## config.mk

```make
export PLATFORM = sky130hd
export DESIGN_NAME = dsp_host_port
export DESIGN_NICKNAME = d
export VERILOG_FILES = /design/src/rtl/hp_pkg.sv /design/src/rtl/hp_byte_seq.sv /design/src/rtl/hp_data_reg.sv /design/src/rtl/hp_status_reg.sv /design/src/rtl/dsp_host_port.sv
export SDC_FILE = /design/constraint.sdc
export NUM_CORES = 1
export LEC_CHECK = 0
export CAP_MARGIN = 20
export CORE_ASPECT_RATIO = 0.75
export CORE_UTILIZATION = 65
export CTS_CLUSTER_DIAMETER = 80
export CTS_CLUSTER_SIZE = 25
export DETAILED_ROUTE_END_ITERATION = 16
export DONT_BUFFER_PORTS = 1
export HOLD_SLACK_MARGIN = 0.08
export PLACE_DENSITY = 0.91
export SETUP_SLACK_MARGIN = 0.2
export SYNTH_ARGS = -nofsm -noshare
export SYNTH_HDL_FRONTEND = slang
export SYNTH_HIERARCHICAL = 1
export SYNTH_SLANG_ARGS = --single-unit
```

## constraint.sdc

```tcl
create_clock -name clk -period 2.5 [get_ports clk]
set_input_delay 0.25 -clock clk [delete_from_list [all_inputs] [get_ports clk]]
set_output_delay 0.25 -clock clk [all_outputs]
set_load 0.01 [all_outputs]
```

## src/rtl/hp_pkg.sv

```systemverilog
package hp_pkg;
    localparam int WORD_W = 16;
    localparam int BYTE_W = 8;

    localparam int BIT_REQ   = 15;
    localparam int BIT_PHASE = 12;
    localparam int BIT_BMODE = 10;

    // bits the core may load: 14,13,11,10,9,8,7,1,0
    localparam logic [WORD_W-1:0] CORE_SR_MASK = 16'h6F83;

    typedef enum logic {
        PH_LOW  = 1'b0,
        PH_HIGH = 1'b1
    } phase_e;
endpackage

```

## src/rtl/hp_byte_seq.sv

```systemverilog
module hp_byte_seq
    import hp_pkg::*;
(
    input  logic clk,
    input  logic rst_n,
    input  logic acc,
    input  logic byte_mode,
    output logic phase_hi,
    output logic lane_hi,
    output logic done
);
    phase_e state_q, state_d;

    // next state: LOW_TO_HIGH, HIGH_TO_LOW, HOLD
    always_comb begin
        state_d = state_q;
        unique case (state_q)
            PH_LOW:  if (acc && !byte_mode) state_d = PH_HIGH;
            PH_HIGH: if (acc && !byte_mode) state_d = PH_LOW;
            default: state_d = PH_LOW;
        endcase
    end

    always_ff @(posedge clk) begin
        if (!rst_n) state_q <= PH_LOW;
        else        state_q <= state_d;
    end

    // outputs
    always_comb begin
        phase_hi = 1'b0;
        lane_hi  = 1'b0;
        done     = 1'b0;
        unique case (state_q)
            PH_LOW: begin
                done = acc && byte_mode;
            end
            PH_HIGH: begin
                phase_hi = 1'b1;
                lane_hi  = !byte_mode;
                done     = acc;
            end
            default: ;
        endcase
    end

    p_phase_adv_r3: assert property (@(posedge clk) disable iff (!rst_n)
        (acc && !byte_mode && !phase_hi) |=> phase_hi);
    p_phase_back_r4: assert property (@(posedge clk) disable iff (!rst_n)
        (acc && !byte_mode && phase_hi) |=> !phase_hi);
    p_phase_hold_r5: assert property (@(posedge clk) disable iff (!rst_n)
        (acc && byte_mode) |=> $stable(phase_hi));
endmodule

```

## src/rtl/hp_data_reg.sv

```systemverilog
module hp_data_reg #(
    parameter int DATA_W = 16,
    parameter int LANE_W = 8
) (
    input  logic              clk,
    input  logic              rst_n,
    input  logic              host_wr,
    input  logic              lane_hi,
    input  logic [LANE_W-1:0] host_byte,
    input  logic              core_wr,
    input  logic [DATA_W-1:0] core_data,
    output logic [DATA_W-1:0] word
);
    localparam int LANES = DATA_W / LANE_W;

    for (genvar g = 0; g < LANES; g++) begin : g_lane
        logic [LANE_W-1:0] lane_q;
        logic              hit;
        assign hit = host_wr && (g == int'(lane_hi));
        always_ff @(posedge clk) begin
            if (!rst_n)       lane_q <= '0;
            else if (core_wr) lane_q <= core_data[g*LANE_W +: LANE_W];
            else if (hit)     lane_q <= host_byte;
        end
        assign word[g*LANE_W +: LANE_W] = lane_q;
    end

    p_core_wins_r9: assert property (@(posedge clk) disable iff (!rst_n)
        core_wr |=> (word == $past(core_data)));
    p_low_only_r5: assert property (@(posedge clk) disable iff (!rst_n)
        (host_wr && !lane_hi && !core_wr) |=>
            ($stable(word[DATA_W-1:LANE_W]) && word[LANE_W-1:0] == $past(host_byte)));
endmodule

```

## src/rtl/hp_status_reg.sv

```systemverilog
module hp_status_reg
    import hp_pkg::*;
(
    input  logic              clk,
    input  logic              rst_n,
    input  logic              cfg_wr,
    input  logic [WORD_W-1:0] cfg_data,
    input  logic              req_set,
    input  logic              req_clr,
    input  logic              phase_hi,
    output logic              req,
    output logic              byte_mode,
    output logic [WORD_W-1:0] word
);
    logic [WORD_W-1:0] cfg_q;
    logic              req_q;

    always_ff @(posedge clk) begin
        if (!rst_n)      cfg_q <= '0;
        else if (cfg_wr) cfg_q <= cfg_data & CORE_SR_MASK;
    end

    always_ff @(posedge clk) begin
        if (!rst_n)       req_q <= 1'b1;
        else if (req_set) req_q <= 1'b1;
        else if (req_clr) req_q <= 1'b0;
    end

    always_comb begin
        word            = cfg_q & CORE_SR_MASK;
        word[BIT_REQ]   = req_q;
        word[BIT_PHASE] = phase_hi;
    end

    assign req       = req_q;
    assign byte_mode = cfg_q[BIT_BMODE];

    p_req_set_r6: assert property (@(posedge clk) disable iff (!rst_n)
        req_set |=> req);
    p_req_clr_r4: assert property (@(posedge clk) disable iff (!rst_n)
        (req_clr && !req_set) |=> !req);
    p_req_keep_r8: assert property (@(posedge clk) disable iff (!rst_n)
        (cfg_wr && !req_set && !req_clr) |=> $stable(req));
endmodule

```

## src/rtl/dsp_host_port.sv

```systemverilog
module dsp_host_port
    import hp_pkg::*;
(
    input  logic              clk,
    input  logic              rst_n,
    input  logic              host_rd_stb,
    input  logic              host_wr_stb,
    input  logic              host_sel_data,
    input  logic [BYTE_W-1:0] host_wdata,
    output logic [BYTE_W-1:0] host_rdata,
    input  logic              core_dr_wr,
    input  logic              core_dr_rd_hs,
    input  logic              core_sr_wr,
    input  logic [WORD_W-1:0] core_wdata,
    output logic [WORD_W-1:0] core_dr,
    output logic [WORD_W-1:0] core_sr,
    output logic              core_req,
    output logic              core_phase
);
    logic data_acc, data_wr;
    logic phase_hi, lane_hi, seq_done, byte_mode, req;
    logic [WORD_W-1:0] dr_word, sr_word;

    assign data_acc = host_sel_data && (host_rd_stb || host_wr_stb);
    assign data_wr  = host_sel_data && host_wr_stb;

    hp_byte_seq u_seq (
        .clk       (clk),
        .rst_n     (rst_n),
        .acc       (data_acc),
        .byte_mode (byte_mode),
        .phase_hi  (phase_hi),
        .lane_hi   (lane_hi),
        .done      (seq_done)
    );

    hp_data_reg #(.DATA_W(WORD_W), .LANE_W(BYTE_W)) u_dr (
        .clk       (clk),
        .rst_n     (rst_n),
        .host_wr   (data_wr),
        .lane_hi   (lane_hi),
        .host_byte (host_wdata),
        .core_wr   (core_dr_wr),
        .core_data (core_wdata),
        .word      (dr_word)
    );

    hp_status_reg u_sr (
        .clk       (clk),
        .rst_n     (rst_n),
        .cfg_wr    (core_sr_wr),
        .cfg_data  (core_wdata),
        .req_set   (core_dr_wr || core_dr_rd_hs),
        .req_clr   (seq_done),
        .phase_hi  (phase_hi),
        .req       (req),
        .byte_mode (byte_mode),
        .word      (sr_word)
    );

    always_comb begin
        host_rdata = '0;
        if (host_rd_stb) begin
            if (!host_sel_data) host_rdata = sr_word[WORD_W-1:BYTE_W];
            else if (lane_hi)   host_rdata = dr_word[WORD_W-1:BYTE_W];
            else                host_rdata = dr_word[BYTE_W-1:0];
        end
    end

    assign core_dr    = dr_word;
    assign core_sr    = sr_word;
    assign core_req   = req;
    assign core_phase = phase_hi;

    p_status_wr_ignored_r2: assert property (@(posedge clk) disable iff (!rst_n)
        (host_wr_stb && !host_rd_stb && !host_sel_data && !core_dr_wr
         && !core_dr_rd_hs && !core_sr_wr) |=> ($stable(core_sr) && $stable(core_dr)));
    p_hs_read_r7: assert property (@(posedge clk) disable iff (!rst_n)
        core_dr_rd_hs |=> core_req);
endmodule

```

After elaboration in Yosys (flattened, before gate mapping)

Index checks and enable logic that the tools add are counted.

Flip-flop bits (word level): 27

Reductions and logical operators: 12
Bitwise logic cells: 3
Mux-type cells: 13

Operator list:

| kind                               | number |
|---|---|
| 8-bit 2-to-1 mux                   | 7 |
| 1-bit logical AND                  | 6 |
| 1-bit 2-to-1 mux                   | 4 |
| 1-bit case mux with 2 select lines | 2 |
| 2-bit nonzero test                 | 2 |
| 1-bit inverter                     | 3 |
| 1-bit logical OR                   | 2 |
| 2-bit OR reduction                 | 1 |
| 1-bit logical NOT                  | 1 |

Depth between registers and ports, before layout

Gate-level depths: netlist (run 1).

Word-level depth: 6
Mapped depth: 7
Gate-level depth less buffers: 4

Modules after synthesis

Netlist (run 1), hierarchy kept.

Modules (own cells, without submodules):

| module        | cells an instance | area an instance (um^2) | times used |
|---|---|---|---|
| hp_data_reg   | 73                | 790.8                   | 1 |
| hp_status_reg | 40                | 435.4                   | 1 |
| dsp_host_port | 30                | 207.7                   | 1 |
| hp_byte_seq   | 7                 | 60.1                    | 1 |

Worst setup path after synthesis (run 1)

No wires, ideal clock.

Path type: flip-flop to output port
From: register u_seq.state_q
To: output host_rdata[5]
Buffers on the path: 1
Stages on the path, launching flop included: 5
Arrival time: 1.282 ns
Data required time: 2.250 ns
Setup slack: 0.968 ns
Cells stage by stage: dfxtp_1 > nor2b_1 > buf_6 > mux2i_1 > a21oi_1

Word-level cells in the longest chain between the ends: 4

Ends and longest elaborated chain:

| item                   | RTL line            | text |
|---|---|---|
| from (decl)            | hp_byte_seq.sv:12   | `phase_e state_q, state_d;` |
| from (signal assigned) | hp_byte_seq.sv:26   | `else state_q <= state_d;` |
| 1-bit 2-to-1 mux       | hp_byte_seq.sv:34   | `unique case (state_q)` |
| via lane_hi            | dsp_host_port.sv:21 | `logic phase_hi, lane_hi, seq_done, byte_mode, req;` |
| 8-bit 2-to-1 mux       | dsp_host_port.sv:65 | `else if (lane_hi) host_rdata = dr_word[WORD_W-1:BYTE_W];` |
| 8-bit 2-to-1 mux       | dsp_host_port.sv:64 | `if (!host_sel_data) host_rdata = sr_word[WORD_W-1:BYTE_W];` |
| 8-bit 2-to-1 mux       | dsp_host_port.sv:63 | `if (host_rd_stb) begin` |
| to (decl)              | dsp_host_port.sv:10 | `output logic [BYTE_W-1:0] host_rdata,` |

The timed path passes the listed nets, and every way through them passes these cells.

Worst setup path in the final report (run 1)

From: register u_seq.state_q
To: output host_rdata[2]

The elaborated chain is that of the path after synthesis.

==> results of run 1 <==
## state kept, by name, summed over array words and instances (netlist names)
register	count
u_sr/cfg_q	9
u_dr/g_lane.lane_q	16
u_seq/state_q	1
u_sr/req	1
## final cells by class
class | count | area, µm² | share of cell area, %
Tap cell | 24 | 30.0 | 2.11
Sequential cell | 27 | 541 | 38.0
Timing Repair Buffer | 4 | 37.5 | 2.64
Clock buffer | 4 | 26.3 | 1.85
Multi-Input combinational cell | 108 | 788 | 55.4
## worst paths after layout
check	startpoint	endpoint	slack [ps]
worst max register to register	u_seq/state_q	u_dr/g_lane[1].lane_q[4]	950
worst min-delay path	core_wdata[8]	u_sr/cfg_q[8]	90
worst min register to register	u_sr/cfg_q[1]	u_sr/cfg_q[1]	590
worst max-delay path	u_seq/state_q	host_rdata[2]	580
## where the power goes
part / internal (mW) / leakage [nW] / switching [mW]
clock network: 0.0625 / 0.0150 / 0.128
logic: 0.0673 / 0.347 / 0.0676
registers: 0.463 / 0.224 / 0.0463
## critical path: stages (launching register included)
cell	delay, ps
sky130_fd_sc_hd__dfxtp_1	530
sky130_fd_sc_hd__nor2b_1	180
sky130_fd_sc_hd__buf_4	240
sky130_fd_sc_hd__mux2i_1	100
sky130_fd_sc_hd__a21oi_1	300
## cells in the final DEF, fill, tap and decap left out
master,synthesis,layout
sky130_fd_sc_hd__nor2b_1,11,11
sky130_fd_sc_hd__nand2_1,1,1
sky130_fd_sc_hd__conb_1,1,5
sky130_fd_sc_hd__a21o_4,1,1
sky130_fd_sc_hd__o21ai_1,9,9
sky130_fd_sc_hd__or2_2,1,1
sky130_fd_sc_hd__nand3b_1,1,1
sky130_fd_sc_hd__dfxtp_1,27,27
sky130_fd_sc_hd__nand2b_1,1,1
sky130_fd_sc_hd__clkbuf_4,0,3
sky130_fd_sc_hd__nor2b_4,1,1
sky130_fd_sc_hd__o21a_1,2,2
sky130_fd_sc_hd__dlygate4sd3_1,0,3
sky130_fd_sc_hd__o311a_1,8,8
sky130_fd_sc_hd__clkbuf_1,0,1
sky130_fd_sc_hd__buf_4,9,1
sky130_fd_sc_hd__nand4bb_1,1,1
sky130_fd_sc_hd__mux2i_1,33,33
sky130_fd_sc_hd__and2_1,1,1
sky130_fd_sc_hd__o21ai_0,16,16
sky130_fd_sc_hd__a21oi_1,16,16
## kinds of logic (layout without fill, tap and decap cells)
family / Yosys count / count (layout) / synth area share, %
compound gates: 52 / 52 / 21.1
buf+inv: 19 / 8 / 12.1
mux: 33 / 33 / 22.1
flops: 27 / 27 / 36.2
simple gates: 18 / 18 / 8.29
other cells: 1 / 5 / 0.251
## stage by stage
step	hold slack, ps	instance area, µm²	cells	worst slack, ps	power, mW
after detailed placement	341	1370	160	957	0.641
after global routing	81.2	1420	167	468	0.880
after global placement	341	1370	160	977	0.633
after floorplan	333	1510	154	968	0.659
final	92.3	1420	167	581	0.835
after CTS	82.9	1410	166	578	0.840
## what timing repair did
item                                   CTS  global route
endpoints found under the hold margin   27             2
gates resized for setup                  0             0
hold buffers                             2             1
setup buffers                            0             0
## layer usage
metal / global-route usage [%] / part of all wire, % / up-vias
met2: 46.7 / 48 / 79
met1: 30.4 / 40 / 523
met3: 11.6 / 12 / 2
met4: 6.83 / 0.39 / 0
li1: - / - / 523
met5: 0 / 0 / -
==> run summary, run 1 <==
Clock network
* **TritonCTS clock tree** yes
* **number of clock sinks seen by CTS** 27
* **Reg clk slew, reported paths** 140 ps
* **H-tree level count** 1
* **worst-skew pair later-pin latency** 320 ps
* **master cell of the clock root buffer** sky130_fd_sc_hd__clkbuf_4
* **TritonCTS buffer count** 3
* **clock tree buffer depth** 2

Global route
* **sum of overflow across all layers after global routing** 0
* **first-pass GRT wire length** 4.98 mm
* **pin count of the biggest net entering global routing** 32
* **via count of the first global-routing pass** 1109
* **Overall Global Routing Usage** 26.8%
* **initial antenna violation count** 0

Timing
* **post-route minimum period** 1920 ps
* **Total Neg Setup Slack** 0 ps
* **total of endpoints with negative setup slack in the final report** 0
* **highest clock rate** 521 MHz
* **headroom to the max-slew limit** 41.0%
* **Final Max Tran Viols** 0
* **fraction of the cycle the final worst path needs** 76.8%
* **Hold Violations, Final** 0
* **setup repair after global routing missed its margin** no
* **transition time of the tightest slew-check pin** 882 ps
* **Worst Skew** 3.41 ps

Hold path
* **number of cells on the worst hold path** 2
* **path class of the lowest-slack min-delay path** primary input to register

Die
* **I/O pin total** 74
* **overall die area** 2500 µm²
* **total number of placement rows** 14
* **CORE AREA** 2080 µm²
* **horizontal die dimension** 57.4 µm
* **die span in y** 43.5 µm
* **Initial Util** 71.7%

Synthesis
* **number of synthesized flops with an enable pin** 0
* **number of instances in the synthesized netlist** 150
* **flop and latch count out of synthesis** 27
* **dominant cell by count in the synthesized netlist** sky130_fd_sc_hd__mux2i_1
* **post-synthesis instance area** 1490 µm²
* **number of synthesis warnings** 6
* **Synth area leaders** sky130_fd_sc_hd__dfxtp_1 (36%), sky130_fd_sc_hd__mux2i_1 (22%), sky130_fd_sc_hd__a21oi_1 (5.4%)
* **count of distinct cell types in the synthesized netlist** 23
* **leading cell types by count after synthesis** sky130_fd_sc_hd__mux2i_1 (33), sky130_fd_sc_hd__dfxtp_1 (27), sky130_fd_sc_hd__a21oi_1 (16), sky130_fd_sc_hd__o21ai_0 (16), sky130_fd_sc_hd__nor2b_1 (11)
* **Mean Syn Cell Area** 9.96 µm²
* **flip-flop cell with the highest count after synthesis** sky130_fd_sc_hd__dfxtp_1
* **post-synthesis cell type with the largest combined area** sky130_fd_sc_hd__dfxtp_1
* **fraction of synthesized cell area taken by the top area cell type** 36.2%
* **share of flip-flops with an asynchronous set or reset after synthesis** 0%
* **post-synthesis sequential area ratio** 36.2%

Critical path
* **critical-path maximum fanout** 10
* **class of the most critical setup path** register to primary output
* **nature of the critical path endpoint** primary output
* **required time reported for the critical path endpoint** 2250 ps
* **signal arrival time at the worst endpoint** 1670 ps
* **crit start category** register
* **R2R depth** 5

Drt
* **Initial DRC Count** 72
* **drt first pass iters** 10
* **count of antenna-violating nets left after detailed routing** 0
* **count of vias placed by the detailed router** 1127
* **post-route DRC violation count** 5
* **number of vias per cell after detailed routing** 6.75
* **Routed WL per cell** 19.9 µm
* **total wirelength of the detailed-routed design** 3.32 mm

Power
* **worst ir drop on vdd** 0.000566 V
* **areal power density over the cells** 587 nW/µm²
* **leak pwr** 0.586 nW

Final layout
* **fraction of layout instances using a drive strength above 1** 4.90%
* **signed area change from the synthesized netlist to the final layout** -4.77%
* **Ant. Diodes** 0
* **final standard cell utilization of the core** 68.2%
* **Filler Cell Count** 168
* **Final Net Count** 176

Job
* **count of maximum capacitance violations** 0

Outcome
* **violated checks** DRC
* **result of the run** finished with violations

Placement
* **HPWL after detailed placement** 2.19 mm
* **Final GP Congestion** 0.749
* **port bufs** 0

No activity file was read; power rests on OpenSTA's default activity.
==> inputs of run 2 (changes only) <==
--- a/config.mk
+++ b/config.mk
@@ -7,13 +7,13 @@
 export LEC_CHECK = 0
 export CAP_MARGIN = 20
 export CORE_ASPECT_RATIO = 0.75
-export CORE_UTILIZATION = 65
+export CORE_UTILIZATION = 62
 export CTS_CLUSTER_DIAMETER = 80
 export CTS_CLUSTER_SIZE = 25
 export DETAILED_ROUTE_END_ITERATION = 16
 export DONT_BUFFER_PORTS = 1
 export HOLD_SLACK_MARGIN = 0.08
-export PLACE_DENSITY = 0.91
+export PLACE_DENSITY = 0.88
 export SETUP_SLACK_MARGIN = 0.2
 export SYNTH_ARGS = -nofsm -noshare
 export SYNTH_HDL_FRONTEND = slang
==> constraint.sdc (replaced) <==
create_clock -name clk -period 1.9 [get_ports clk]
set_input_delay 0.19 -clock clk [delete_from_list [all_inputs] [get_ports clk]]
set_output_delay 0.19 -clock clk [all_outputs]
set_load 0.01 [all_outputs]
==> run summary, run 2 (synthesis results as in run 1) <==
Global route
* **via count of the first global-routing pass** 1254
* **pin count of the biggest net entering global routing** 29
* **sum of overflow across all layers after global routing** 0
* **first-pass GRT wire length** 5.65 mm
* **Overall Global Routing Usage** 29.5%
* **initial antenna violation count** 0

Timing
* **Worst Skew** 6.14 ps
* **Final Max Tran Viols** 0
* **total of endpoints with negative setup slack in the final report** 0
* **setup repair after global routing missed its margin** yes
* **Total Neg Setup Slack** 0 ps
* **transition time of the tightest slew-check pin** 950 ps
* **fraction of the cycle the final worst path needs** 87.8%
* **Hold Violations, Final** 0
* **post-route minimum period** 1670 ps
* **headroom to the max-slew limit** 36.4%
* **highest clock rate** 600 MHz

Clock network
* **master cell of the clock root buffer** sky130_fd_sc_hd__clkbuf_4
* **TritonCTS buffer count** 3
* **Reg clk slew, reported paths** 150 ps
* **worst-skew pair later-pin latency** 340 ps
* **TritonCTS clock tree** yes
* **H-tree level count** 1
* **clock tree buffer depth** 2
* **number of clock sinks seen by CTS** 27

Power
* **net switching power figure** 364 µW
* **switching part of the total power** 30.7%
* **fraction of power consumed by the clock network** 22.2%
* **worst ir drop on vdd** 0.000759 V
* **areal power density over the cells** 693 nW/µm²
* **leak pwr** 0.687 nW
* **portion of total power attributed to sequential cells** 56.4%
* **share of total power in combinational logic** 21.4%
* **internal portion of total power** 820 µW

Die
* **die span in y** 44.5 µm
* **horizontal die dimension** 58.7 µm
* **overall die area** 2610 µm²
* **total number of placement rows** 14
* **CORE AREA** 2140 µm²
* **Initial Util** 69.9%
* **I/O pin total** 74

Placement
* **port bufs** 0
* **cell area after placement** 1380 µm²
* **Final GP Congestion** 0.726
* **HPWL after detailed placement** 2.21 mm

Final layout
* **Filler Cell Count** 143
* **flip-flop count of the largest register, all copies and words added** 16
* **largest registers** u_dr/g_lane.lane_q x16, u_sr/cfg_q x9
* **Ant. Diodes** 0
* **Final Net Count** 201
* **top library cells by usage in the layout, fill and taps aside** sky130_fd_sc_hd__mux2i_1 (33), sky130_fd_sc_hd__dlygate4sd3_1 (27), sky130_fd_sc_hd__dfxtp_1 (26)
* **most flop-heavy register** u_dr/g_lane.lane_q
* **fraction of layout instances using a drive strength above 1** 8.93%
* **signed area change from the synthesized netlist to the final layout** 14.3%
* **cell area after layout** 1710 µm²
* **most common cell after layout, fill and taps aside** sky130_fd_sc_hd__mux2i_1

Drt
* **count of vias placed by the detailed router** 1262
* **post-route DRC violation count** 0
* **drt first pass iters** 4
* **Routed WL per cell** 19.1 µm
* **Initial DRC Count** 83
* **number of vias per cell after detailed routing** 6.31
* **count of antenna-violating nets left after detailed routing** 0
* **total wirelength of the detailed-routed design** 3.83 mm

Critical path
* **nature of the critical path endpoint** primary output
* **required time reported for the critical path endpoint** 1710 ps
* **ordered cell list for the critical path** nor2b_1 -> buf_6 -> mux2i_1 -> a21oi_1
* **library cell contributing the largest single delay on the critical path** sky130_fd_sc_hd__dfxtp_2
* **crit path buf inv count** 1
* **signal arrival time at the worst endpoint** 1480 ps
* **Worst path max stage delay** 390 ps
* **minimum setup slack among reg-to-reg paths** 470 ps
* **class of the most critical setup path** register to primary output
* **crit start category** register
* **Top delay family on crit path** flip-flops
* **critical-path maximum fanout** 10

Outcome
* **result of the run** finished clean

Hold path
* **path class of the lowest-slack min-delay path** primary input to register

Job
* **count of maximum capacitance violations** 0

run 2: routing by layer:
layer  vias up  global-route usage [%]  part of all wire [%]
met5         -                       0                     0
met3         7                    10.8                    11
met4         0                    12.9                   1.5
met2        91                    50.6                    48
met1       591                    33.5                    40
li1        573                       -                     -
run 2: power groups by stage:
stage | clock (mW) | combinational [mW] | sequential (mW)
after CTS | 0.261 | 0.233 | 0.667
after global placement | 0 | 0.161 | 0.676
final | 0.263 | 0.253 | 0.667
after global routing | 0.283 | 0.271 | 0.672
after detailed placement | 0 | 0.170 | 0.679
after floorplan | 0 | 0.199 | 0.669
run 2: area by class of cell:
cell class / instances / area, µm² / share of cell area, %
clock inverters: 1 / 7.51 / 0.440
clock buffers: 3 / 22.5 / 1.32
flip-flops and latches: 27 / 542 / 31.7
multi-input cells: 108 / 807 / 47.3
well taps: 32 / 40.0 / 2.34
repair buffers: 29 / 289 / 16.9
run 2: path summary, 6_finish.rpt:
kind / start / to / depth (start not counted)
worst min-delay path: host_wdata[2] / u_dr/g_lane[1].lane_q[2] / 2
worst max-delay path: u_sr/cfg_q[10] / host_rdata[0] / 4
worst max register to register: u_sr/cfg_q[10] / u_dr/g_lane[0].lane_q[1] / 5
worst min register to register: u_sr/cfg_q[13] / u_sr/cfg_q[13] / 2
run 2: timing repair:
item / 4_1_cts / 5_1_grt
resized for setup: 1 / 6
hold buffers: 25 / 2
endpoints found under the setup margin: 8 / 8
setup buffers: 0 / 0
hold endpoints to repair: 27 / 1
run 2: metrics by stage:
stage               setup slack (ps)  power [mW]  util, %  hold WS (ps)  cells
CTS                              226        1.16     77.9          80.2    198
global route                     169        1.23     79.9          84.4    200
finish                           232        1.18     79.9          93.6    200
detailed placement               412       0.848     64.8           280    169
floorplan                        428       0.867        -           273    154
global placement                 518       0.838     64.8           280    169
==> inputs of run 3 (changes only) <==
--- a/config.mk
+++ b/config.mk
@@ -6,7 +6,6 @@
 export NUM_CORES = 1
 export LEC_CHECK = 0
 export CAP_MARGIN = 20
-export CORE_ASPECT_RATIO = 0.75
 export CORE_UTILIZATION = 62
 export CTS_CLUSTER_DIAMETER = 80
 export CTS_CLUSTER_SIZE = 25
==> run summary, run 3 (synthesis results as in run 1) <==
Outcome
* **result of the run** finished clean

Clock network
* **number of setup buffers added after CTS** 0
* **clock tree buffer depth** 2
* **number of clock sinks seen by CTS** 27
* **TritonCTS clock tree** yes
* **H-tree level count** 1
* **TritonCTS buffer count** 3
* **master cell of the clock root buffer** sky130_fd_sc_hd__clkbuf_4
* **Reg clk slew, reported paths** 150 ps
* **worst-skew pair later-pin latency** 320 ps

Die
* **die span in y** 51.1 µm
* **Initial Util** 66.9%
* **total number of placement rows** 17
* **CORE AREA** 2230 µm²
* **horizontal die dimension** 51.1 µm
* **I/O pin total** 74
* **overall die area** 2610 µm²

Final layout
* **largest registers** u_dr/g_lane.lane_q x16, u_sr/cfg_q x9
* **most common cell after layout, fill and taps aside** sky130_fd_sc_hd__mux2i_1
* **fraction of layout instances using a drive strength above 1** 8.82%
* **Final Net Count** 203
* **Ant. Diodes** 0
* **top library cells by usage in the layout, fill and taps aside** sky130_fd_sc_hd__mux2i_1 (33), sky130_fd_sc_hd__dlygate4sd3_1 (29), sky130_fd_sc_hd__dfxtp_1 (26)
* **most flop-heavy register** u_dr/g_lane.lane_q
* **flip-flop count of the largest register, all copies and words added** 16
* **signed area change from the synthesized netlist to the final layout** 15.3%
* **cell area after layout** 1720 µm²

Drt
* **count of vias placed by the detailed router** 1262
* **Routed WL per cell** 20.8 µm
* **post-route DRC violation count** 0
* **count of antenna-violating nets left after detailed routing** 0
* **number of vias per cell after detailed routing** 6.37
* **drt first pass iters** 4
* **total wirelength of the detailed-routed design** 4.12 mm
* **Initial DRC Count** 25

Global route
* **pin count of the biggest net entering global routing** 29
* **Overall Global Routing Usage** 29.5%
* **via count of the first global-routing pass** 1215
* **first-pass GRT wire length** 5.64 mm
* **initial antenna violation count** 0
* **sum of overflow across all layers after global routing** 0

Critical path
* **origin of the critical flop-to-flop path** u_sr/cfg_q[10]
* **worst reg2reg path endpoint** u_dr/g_lane[0].lane_q[6]
* **R2R depth** 5
* **end point of the critical path** host_rdata[0]
* **library cell contributing the largest single delay on the critical path** sky130_fd_sc_hd__dfxtp_2
* **required time reported for the critical path endpoint** 1710 ps
* **nature of the critical path endpoint** primary output
* **crit start category** register
* **worst setup path startpoint** u_sr/cfg_q[10]
* **ordered cell list for the critical path** nor2b_1 -> buf_6 -> mux2i_1 -> a21oi_2
* **signal arrival time at the worst endpoint** 1480 ps
* **minimum setup slack among reg-to-reg paths** 470 ps
* **class of the most critical setup path** register to primary output
* **critical-path maximum fanout** 10
* **Worst path max stage delay** 400 ps

Placement
* **HPWL after detailed placement** 2.15 mm
* **port bufs** 0
* **Final GP Congestion** 0.764
* **minimum setup slack after placement** 436 ps
* **cell area after placement** 1380 µm²

Hold path
* **path class of the lowest-slack min-delay path** primary input to register

Power
* **portion of total power attributed to sequential cells** 56.5%
* **leak pwr** 0.699 nW
* **share of total power in combinational logic** 22.1%
* **switching part of the total power** 30.1%
* **net switching power figure** 356 µW
* **worst ir drop on vdd** 0.000630 V
* **areal power density over the cells** 686 nW/µm²
* **Overall Power** 1.18 mW
* **fraction of power consumed by the clock network** 21.4%
* **internal portion of total power** 825 µW

Timing
* **highest clock rate** 598 MHz
* **final critical-path setup slack** 228 ps
* **fraction of the cycle the final worst path needs** 88.0%
* **Total Neg Setup Slack** 0 ps
* **Worst Skew** 1.05 ps
* **post-route minimum period** 1670 ps
* **setup repair after global routing missed its margin** yes
* **transition time of the tightest slew-check pin** 914 ps
* **total of endpoints with negative setup slack in the final report** 0
* **Hold Violations, Final** 0
* **Final Max Tran Viols** 0
* **headroom to the max-slew limit** 38.8%

Job
* **count of maximum capacitance violations** 0

run 3: layout make-up:
cell class | instances | area (µm²)
well taps | 28 | 35.0
flip-flops and latches | 27 | 542
fillers | 139 | 510
repair buffers | 31 | 309
multi-input cells | 108 | 811
clock buffers | 4 | 26.3
run 3: power by group through the flow:
stage                     logic [mW]  clock network, mW  registers [mW]
final                          0.261              0.253           0.668
after global routing           0.277              0.274           0.675
after CTS                      0.226              0.251           0.666
after detailed placement       0.167                  0           0.678
after global placement         0.162                  0           0.678
after floorplan                0.199                  0           0.669
run 3: timing repair:
item	in CTS	in global routing
endpoints found under the hold margin	27	3
resized for setup	1	7
hold buffers	23	6
endpoints found under the setup margin	8	8
run 3: worst min-delay path by stage:
stage	end	from	slack, ps	depth (start not counted)
after floorplan	u_sr/req	rst_n	270	1
after global placement	u_sr/req	rst_n	280	1
after detailed placement	u_sr/req	rst_n	280	1
after CTS	u_dr/g_lane[1].lane_q[6]	host_wdata[6]	80	2
after global routing	u_dr/g_lane[0].lane_q[0]	core_dr_wr	90	2
final	u_dr/g_lane[0].lane_q[1]	core_dr_wr	100	2
run 3: per-layer routing:
layer | up-vias | wire (µm) | track usage, %
met3 | 8 | 361 | 9.52
met5 | - | 0 | 0
met4 | 0 | 80 | 9.72
met2 | 75 | 2130 | 53.1
met1 | 601 | 1550 | 32.2
li1 | 578 | - | -
run 3: through the flow:
stage / std cells / hold WS, ps / utilization (%)
finish: 198 / 98.7 / 77.1
global route: 198 / 89.6 / 77.1
detailed placement: 165 / 281 / 61.7
floorplan: 154 / 273 / -
global placement: 165 / 281 / 61.7
CTS: 192 / 80.6 / 73.3
run 3: critical path: cells and delay by family (launching register included):
| family | cells | cell delay, ps |
|---|---|---|
| AOI/OAI and AO/OA | 1 | 130 |
| muxes | 1 | 290 |
| and+or+nand+nor | 1 | 140 |
| DFF | 1 | 400 |
| buffers and inverters | 1 | 200 |
